File: config.mk
export PLATFORM = sky130hd
export DESIGN_NAME = dual_ramp_timer
export DESIGN_NICKNAME = d
export VERILOG_FILES = /design/src/rtl/dual_ramp_pkg.sv /design/src/rtl/ramp_accum.sv /design/src/rtl/retry_sequencer.sv /design/src/rtl/dual_ramp_timer.sv
export SDC_FILE = /design/constraint.sdc
export NUM_CORES = 1
export LEC_CHECK = 0
export CELL_PAD_IN_SITES_DETAIL_PLACEMENT = 2
export CELL_PAD_IN_SITES_GLOBAL_PLACEMENT = 2
export CORE_ASPECT_RATIO = 0.9
export CORE_UTILIZATION = 35
export CTS_BUF_LIST = sky130_fd_sc_hd__clkbuf_8
export CTS_CLUSTER_SIZE = 28
export DETAILED_ROUTE_END_ITERATION = 8
export PLACE_DENSITY = 0.95
export SLEW_MARGIN = 20
export SYNTH_ARGS = -nofsm -noshare
export SYNTH_HDL_FRONTEND = slang
export SYNTH_SLANG_ARGS = --single-unit
File: constraint.sdc
create_clock -name clk -period 3.63 [get_ports clk]
set_clock_uncertainty 0.05 [all_clocks]
set_input_delay 0.363 -clock clk [delete_from_list [all_inputs] [get_ports clk]]
set_output_delay 0.363 -clock clk [all_outputs]
set_load 0.02 [all_outputs]
File: src/rtl/dual_ramp_pkg.sv
package dual_ramp_pkg;

  typedef enum logic {
    PH_CHARGE = 1'b0,
    PH_DRAIN  = 1'b1
  } retry_phase_e;

  // One saturating accumulator step; arithmetic in 32 bits so ACC_W <= 31.
  function automatic logic [31:0] ramp_next(
    input logic [31:0] acc,
    input logic        up,
    input logic [31:0] full,
    input logic [31:0] up_step,
    input logic [31:0] dn_step
  );
    if (up)
      return (acc > full - up_step) ? full : acc + up_step;
    else
      return (acc < dn_step) ? 32'd0 : acc - dn_step;
  endfunction

  function automatic logic [31:0] full_scale(input int unsigned width);
    return (32'd1 << width) - 32'd1;
  endfunction

endpackage

File: src/rtl/ramp_accum.sv
module ramp_accum
  import dual_ramp_pkg::*;
#(
  parameter int unsigned ACC_W   = 16,
  parameter int unsigned UP_STEP = 41,
  parameter int unsigned DN_STEP = 8
) (
  input  logic             clk,
  input  logic             rst_n,
  input  logic             clr,
  input  logic             charge,
  output logic [ACC_W-1:0] acc
);

  localparam logic [31:0] FULL32 = full_scale(ACC_W);
  localparam int unsigned PAD_W  = 32 - ACC_W;

  logic [31:0]      acc_wide;
  logic [ACC_W-1:0] acc_nxt;

  assign acc_wide = {{PAD_W{1'b0}}, acc};
  assign acc_nxt  = ACC_W'(ramp_next(acc_wide, charge, FULL32,
                                     32'(UP_STEP), 32'(DN_STEP)));

  always_ff @(posedge clk or negedge rst_n) begin
    if (!rst_n)   acc <= '0;
    else if (clr) acc <= '0;
    else          acc <= acc_nxt;
  end

endmodule

File: src/rtl/retry_sequencer.sv
module retry_sequencer
  import dual_ramp_pkg::*;
#(
  parameter int unsigned ACC_W  = 16,
  parameter int unsigned CYCLES = 64,
  localparam int unsigned CNT_W = (CYCLES > 1) ? $clog2(CYCLES) : 1
) (
  input  logic             clk,
  input  logic             rst_n,
  input  logic             clr,
  input  logic             start,
  input  logic [ACC_W-1:0] acc,
  input  logic [ACC_W-1:0] thresh,
  output logic             busy,
  output logic             charge_req,
  output logic             cycle_end,
  output logic             seq_last,
  output logic             done,
  output logic [CNT_W-1:0] count
);

  localparam logic [CNT_W-1:0] LAST = CNT_W'(CYCLES - 1);

  retry_phase_e phase;
  logic         at_top;
  logic         at_floor;

  assign at_top     = (acc >= thresh);
  assign at_floor   = (acc == '0);
  assign charge_req = busy && (phase == PH_CHARGE) && !at_top;
  assign cycle_end  = busy && (phase == PH_DRAIN) && at_floor;
  assign seq_last   = cycle_end && (count == LAST);

  always_ff @(posedge clk or negedge rst_n) begin
    if (!rst_n) begin
      busy  <= 1'b0;
      phase <= PH_CHARGE;
      count <= '0;
      done  <= 1'b0;
    end else if (clr) begin
      busy  <= 1'b0;
      phase <= PH_CHARGE;
      count <= '0;
      done  <= 1'b0;
    end else begin
      done <= 1'b0;
      if (!busy) begin
        if (start) begin
          busy  <= 1'b1;
          phase <= PH_CHARGE;
          count <= '0;
        end
      end else if (phase == PH_CHARGE) begin
        if (at_top) phase <= PH_DRAIN;
      end else if (cycle_end) begin
        phase <= PH_CHARGE;
        if (seq_last) begin
          busy  <= 1'b0;
          done  <= 1'b1;
          count <= '0;
        end else begin
          count <= count + 1'b1;
        end
      end
    end
  end

endmodule

File: src/rtl/dual_ramp_timer.sv
module dual_ramp_timer
  import dual_ramp_pkg::*;
#(
  parameter int unsigned ACC_W       = 16,
  parameter int unsigned UP_STEP     = 41,
  parameter int unsigned DN_STEP     = 8,
  parameter int unsigned RETRY_COUNT = 64,
  localparam int unsigned CNT_W = (RETRY_COUNT > 1) ? $clog2(RETRY_COUNT) : 1
) (
  input  logic             clk,
  input  logic             rst_n,
  input  logic             clr,
  input  logic             tied,
  input  logic             retry_start,
  input  logic             inr_run,
  input  logic             flt_run,
  input  logic [ACC_W-1:0] thresh,
  output logic [ACC_W-1:0] inr_acc,
  output logic [ACC_W-1:0] flt_acc,
  output logic             timeout,
  output logic             retry_busy,
  output logic             retry_done,
  output logic [CNT_W-1:0] retry_cycles
);

  localparam int unsigned N_ACC = 2;
  localparam int unsigned IDX_INR = 0;
  localparam int unsigned IDX_FLT = 1;

  // Named internal events for the checker
  logic             inr_charge;
  logic             flt_charge;
  logic             seq_charge;
  logic             seq_cycle_end;
  logic             seq_last;
  logic [N_ACC-1:0] acc_hit;
  logic [N_ACC-1:0] chg_vec;
  logic [ACC_W-1:0] acc_q [N_ACC];

  assign inr_charge = retry_busy ? seq_charge : (inr_run | (tied & flt_run));
  assign flt_charge = ~retry_busy & ~tied & flt_run;
  assign chg_vec    = {flt_charge, inr_charge};

  for (genvar g = 0; g < N_ACC; g++) begin : g_acc
    ramp_accum #(
      .ACC_W  (ACC_W),
      .UP_STEP(UP_STEP),
      .DN_STEP(DN_STEP)
    ) u_accum (
      .clk   (clk),
      .rst_n (rst_n),
      .clr   (clr),
      .charge(chg_vec[g]),
      .acc   (acc_q[g])
    );
    assign acc_hit[g] = (acc_q[g] >= thresh);
  end

  assign inr_acc = acc_q[IDX_INR];
  assign flt_acc = acc_q[IDX_FLT];
  assign timeout = ~retry_busy & (|acc_hit);

  retry_sequencer #(
    .ACC_W (ACC_W),
    .CYCLES(RETRY_COUNT)
  ) u_seq (
    .clk       (clk),
    .rst_n     (rst_n),
    .clr       (clr),
    .start     (retry_start),
    .acc       (acc_q[IDX_INR]),
    .thresh    (thresh),
    .busy      (retry_busy),
    .charge_req(seq_charge),
    .cycle_end (seq_cycle_end),
    .seq_last  (seq_last),
    .done      (retry_done),
    .count     (retry_cycles)
  );

endmodule

# ---- Yosys cells after proc, flatten, opt, wreduce, memory -nomap -nowiden
# Cells that the tools add are included.
dict set report op_classes {
  addsub 5
  reduce_logical 10
  n_bitwise 8
  multipliers 0
  shift 0
  eq_ne 3
  div_mod_pow 0
  muxes 32
  order_cmp 6
}
# cell n
set op_table {}
lappend op_table {{16-bit 2-to-1 mux} 8}
lappend op_table {{6-bit 2-to-1 mux} 6}
lappend op_table {{16-bit by 6-bit adder with 16-bit output, second input constant} 2}
lappend op_table {{16-bit greater-or-equal comparator} 2}
lappend op_table {{16-bit > comparator, second input constant} 2}
lappend op_table {{16-bit by 4-bit less-than comparator with 1-bit output, second input constant} 2}
lappend op_table {{16-bit by 4-bit subtractor with 16-bit output, second input constant} 2}
lappend op_table {{1-bit 2-to-1 mux} 18}
lappend op_table {{16-bit zero test} 1}
lappend op_table {{6-bit by 1-bit adder with 6-bit output, second input constant} 1}
lappend op_table {{6-bit == test, second input constant} 1}
lappend op_table {{3-bit != test, second input constant} 2}
lappend op_table {{1-bit logical AND} 5}
lappend op_table {{1-bit bitwise AND} 4}
lappend op_table {{1-bit inverter} 3}
lappend op_table {{3-bit AND reduction} 1}
lappend op_table {{3-bit nonzero test} 1}
lappend op_table {{2-bit OR reduction} 1}
lappend op_table {{1-bit zero test} 1}
lappend op_table {{1-bit OR} 1}
dict set report totals {
  word_cells 70
  output_inout_bits 41
  rom_bits 0
  memories 0
  inputBits 23
  ram_bits 0
  latch_bits 0
  regBits 41
}

# ---- Longest topological paths before layout
dict set report depth {
  ltp_word 8
  depth_mapped 9
  mapped_depth_nobuf 8
}

# ---- Cells and area by module
# A second synthesis with hierarchy kept.
dict set report unflattened {
  hier_cells 528
  hier_area_um2 4395.5
}
# mod cells_per_inst area_per_inst_um2 instances seq_area_each_um2
set by_module_without_submodules {}
lappend by_module_without_submodules {ramp_accum 156 1336.3 2 400.4}
lappend by_module_without_submodules {retry_sequencer 113 940.9 1 225.2}
lappend by_module_without_submodules {dual_ramp_timer 103 782.0 1 0.0}

# ---- Least setup slack after synthesis
# No wires, ideal clock.
dict set report synth_path {
  path_kind {register to output}
  start {reg g_acc[1].u_accum.acc[0]}
  end {out timeout}
  path_stages_with_launch 9
  n_path_buf 0
  setup_slack_ns 1.131
  t_arrival_ns 2.086
  required_time_ns 3.217
  path_cell_list {dfrtp_1 -> inv_1 -> ha_1 -> nand2b_1 -> a21o_1 -> a211oi_1 -> o31ai_1 -> a2111oi_0 -> o22ai_1}
}
dict set report synth_between {
  elab_chain_len 3
}
# item line_no
set synth_lines {}
lappend synth_lines {{from (decl)} ramp_accum.sv:12} ;# output logic [ACC_W-1:0] acc
lappend synth_lines {{from (signal assigned)} ramp_accum.sv:28} ;# else acc <= acc_nxt;
lappend synth_lines {{16-bit greater-or-equal comparator} dual_ramp_timer.sv:56} ;# assign acc_hit[g] = (acc_q[g] >= thresh);
lappend synth_lines {{2-bit OR reduction} dual_ramp_timer.sv:61} ;# assign timeout = ~retry_busy & (|acc_hit);
lappend synth_lines {{1-bit bitwise AND} dual_ramp_timer.sv:61}
lappend synth_lines {{to (decl)} dual_ramp_timer.sv:20} ;# output logic timeout,
# No other way between the ends.

# ---- Worst setup path after layout
dict set report layout_path {
  start {in thresh[15]}
  end {out timeout}
}
dict set report layout_between {
  elab_chain_len 3
  elab_cells_between_ends 4
  classes_between {2 x order compare; 1 x bitwise; 1 x reduce/logical}
}
# item line_no
set layout_lines {}
lappend layout_lines {{from (decl)} dual_ramp_timer.sv:17} ;# input logic [ACC_W-1:0] thresh,
lappend layout_lines {{16-bit greater-or-equal comparator} dual_ramp_timer.sv:56}
lappend layout_lines {{2-bit OR reduction *} dual_ramp_timer.sv:61}
lappend layout_lines {{1-bit bitwise AND *} dual_ramp_timer.sv:61}
# Mark *: on every way between the ends. The rest lies on a longest branch, timed or not.

==> flow_summary_export.csv <==
group,metric,value,unit
grt,grt_max_degree,42,
grt,grt_pass1_wl,23.5,mm
route,dr_wl_met2,7.24,mm
sta,rsz0062_at_grt,"false",
final_layout,seqCellArea,1030,sq um
clock_network,clockBufferDepth,2,
clock_network,cts_root_buf,"clkbuf_8",
die,chipWidth,111,um
die,pin_count,64,
pwr,power.density,580,nW/um^2
status,violations,"negative hold slack",
die,core,10300,sq um
final_layout,layout_common_cells,"clkdlybuf4s50_1 (62), ha_1 (44), a21oi_1 (41)",
placed_design,gp_congestion,0.828,
route,num_vias,3844,
die,dieArea,11000,sq um
sta,worst_pin_slew,812,ps
job,cap_violations,0,
clock_network,cts_setup_buffers,0,
logic_synthesis,ys_ff_latch,41,
route,wl_met3,520,um
placed_design,io_buffer_count,63,
final_layout,syn2layout_area_growth,24.0,%
logic_synthesis,ys_warn_count,0,
worst_setup_path,r2r_end,"g_acc[0].u_accum.acc[15]",
status,status,"finished, violations left",
sta,layout_setup_ws,136,ps
route,m1WireLength,6.31,mm
worst_setup_path,start_kind,"input pin",
route,first_pass_iters,4,
sta,post-route-period-util,96.3,%
final_layout,antenna_cells,0,
die,die_y,99.8,um
route,top_layer_used,"met4",
sta,finalHoldViolCount,13,
final_layout,nNetsFinal,573,
sta,fmax,286,MHz
sta,relSlewSlack,45.2,%
pwr,p_switching,1.26,mW
sta,hold_slack,-28.9,ps
worst_setup_path,setup.worst_path.end_class,"primary output",
clock_network,clkTransAtPathRegs,100,ps
final_layout,n_fill_cell,1151,
clock_network,cts_hold_repair.buffers,0,
pwr,intPower,1.42,mW
route,drt_iter0_markers,132,
final_layout,multiInputGateArea,2490,sq um
logic_synthesis,async_flop_share,100,%
worst_setup_path,reg2reg_from,"g_acc[0].u_accum.acc[3]",
clock_network,cts_sinks,41,
sta,finalSetupViolations,0,
logic_synthesis,synth-edff-count,0,
logic_synthesis,syn_inst,449,
clock_network,insertion_delay,330,ps
pwr,ir_drop,0.000310,V
route,avgRoutedWirePerCell,22.7,um
worst_setup_path,path_max_fanout,3,
logic_synthesis,synth_ff_type,"dfrtp_1",
clock_network,htreeDepth,2,
route,detail-route-antenna-nets,0,
grt,grt-ovfl-total,0,
grt,grt_pass1_vias,4354,
worst_setup_path,ff2ff_path_depth,8,
route,drc_errors,0,
sta,drv_slew,0,
route,via_per_inst,6.04,
worst_setup_path,worst_ep_arrival_time,3080,ps
worst_setup_path,critPathKind,"input pin to primary output",
clock_network,cts_tree,"built",
placed_design,hpwl,10.6,mm
pwr,pwr-share-comb,54.1,%
die,rows,35,
clock_network,cts_buffers,5,
die,start_util,36.1,%
logic_synthesis,syn_nets,516,
worst_setup_path,rrSetupSlack,800,ps
final_layout,final_layout_size_suffix_gt1_share,6.90,%
logic_synthesis,synth_area_per_cell,8.28,sq um
logic_synthesis,netlist_area,3720,sq um
worst_setup_path,crit_required,3220,ps
route,wirelength,14.4,mm
sta,fin_crit,3490,ps
logic_synthesis,yosysSeqAreaShare,27.6,%
grt,grtUsageTotal,27.0,%
pwr,p_sw_share,47.1,%
grt,antenna_found_initial,0,
clock_network,cts_resized,0,
pwr,power.leakage,2.04,nW
logic_synthesis,yosysUniqueCellTypes,58,
final_layout,final_common_cell,"clkdlybuf4s50_1",
pwr,pwr-share-clk,15.5,%
hold_path,hp-class,"input pin to async pin",
sta,finalSetupTns,0,ps
pwr,pwr-share-seq,30.4,%
placed_design,dp_slack,64.4,ps
==> worst max-delay path by stage <==
stage / from / endpoint
finish: thresh[15] / timeout
floorplan: g_acc[1].u_accum.acc[0] / timeout
CTS: g_acc[0].u_accum.acc[1] / timeout
global route: thresh[15] / timeout
detailed placement: thresh[1] / timeout
global placement: thresh[1] / timeout
==> critical path: stages <==
cell and delay [ps]:
clkdlybuf4s50_1 460, inv_1 60, ha_1 330, nand4_1 180, nor3_1 450, o311ai_2 220, nand3_1 170, a211oi_1 70
o22ai_1 160, clkdlybuf4s50_1 620
==> cell usage after synthesis (9+ instances only) <==
| cell type | n | area [sq um] |
|---|---|---|
| nand2_1 | 37 | 139 |
| nor2_1 | 24 | 90.1 |
| dfrtp_1 | 41 | 1030 |
| a21o_1 | 9 | 67.6 |
| xor2_1 | 13 | 114 |
| nand2b_1 | 9 | 56.3 |
| xnor2_1 | 13 | 114 |
| clkbuf_1 | 16 | 60.1 |
| nor3_1 | 18 | 90.1 |
| ha_1 | 44 | 551 |
| o21ai_0 | 19 | 95.1 |
| a21oi_1 | 41 | 205 |
| inv_1 | 30 | 113 |
| nand3_1 | 16 | 80.1 |
==> layout make-up <==
| type | instances | area share, % |
|---|---|---|
| Multi-Input combinational cell | 354 | 54.0 |
| Sequential cell | 41 | 22.3 |
| Timing Repair Buffer | 72 | 15.1 |
| Tap cell | 129 | 3.50 |
| Inverter | 32 | 2.61 |
| Clock buffer | 6 | 1.79 |
| Clock inverter | 2 | 0.733 |
==> per-layer routing <==
metal | GRT usage [%] | vias up
li1 | - | 1757
met1 | 33.0 | 1957
met2 | 48.3 | 100
met3 | 4.23 | 30
met4 | 9.64 | 0
met5 | 0 | -
==> through the flow <==
| stage | utilization (%) | power [mW] | hold WS (ps) | instance area (sq um) | cells |
|---|---|---|---|---|---|
| 2_1_floorplan | - | 1.65 | 17.4 | 3720 | 449 |
| 3_3_place_gp | 43.5 | 2.10 | 465 | 4480 | 628 |
| 3_5_place_dp | 43.5 | 2.23 | 492 | 4480 | 628 |
| 4_1_cts | 44.7 | 2.68 | 185 | 4600 | 636 |
| 5_1_grt | 44.8 | 2.84 | 9.82 | 4610 | 636 |
| 6_report | 44.8 | 2.67 | -28.9 | 4610 | 636 |
==> power by group through the flow <==
stage	Sequential, mW	Clock [mW]	Combinational [mW]
after CTS	0.812	0.427	1.44
after detailed placement	0.818	0	1.41
final	0.813	0.416	1.45
after global placement	0.804	0	1.30
after global routing	0.839	0.437	1.57
after floorplan	0.807	0	0.847
==> cell families (layout without fill, tap and decap cells) <==
logic type,Yosys count,count (layout),synth area share (%)
AO/OA/AOI/OAI,129,129,23.3
XOR/XNOR,26,26,6.12
adder cells (fa/ha/maj),44,44,14.8
buffers and inverters,54,112,5.89
flip-flops,41,41,27.6
multiplexers,1,1,0.269
AND/OR/NAND/NOR,154,154,22.0
==> state kept, by name, indices dropped and copies added (netlist names) <==
signal,count
g_acc.u_accum.acc,32
u_seq.busy,1
u_seq.count,6
u_seq.done,1
u_seq.phase,1
Note: power is estimated with default switching activity, not from simulation.
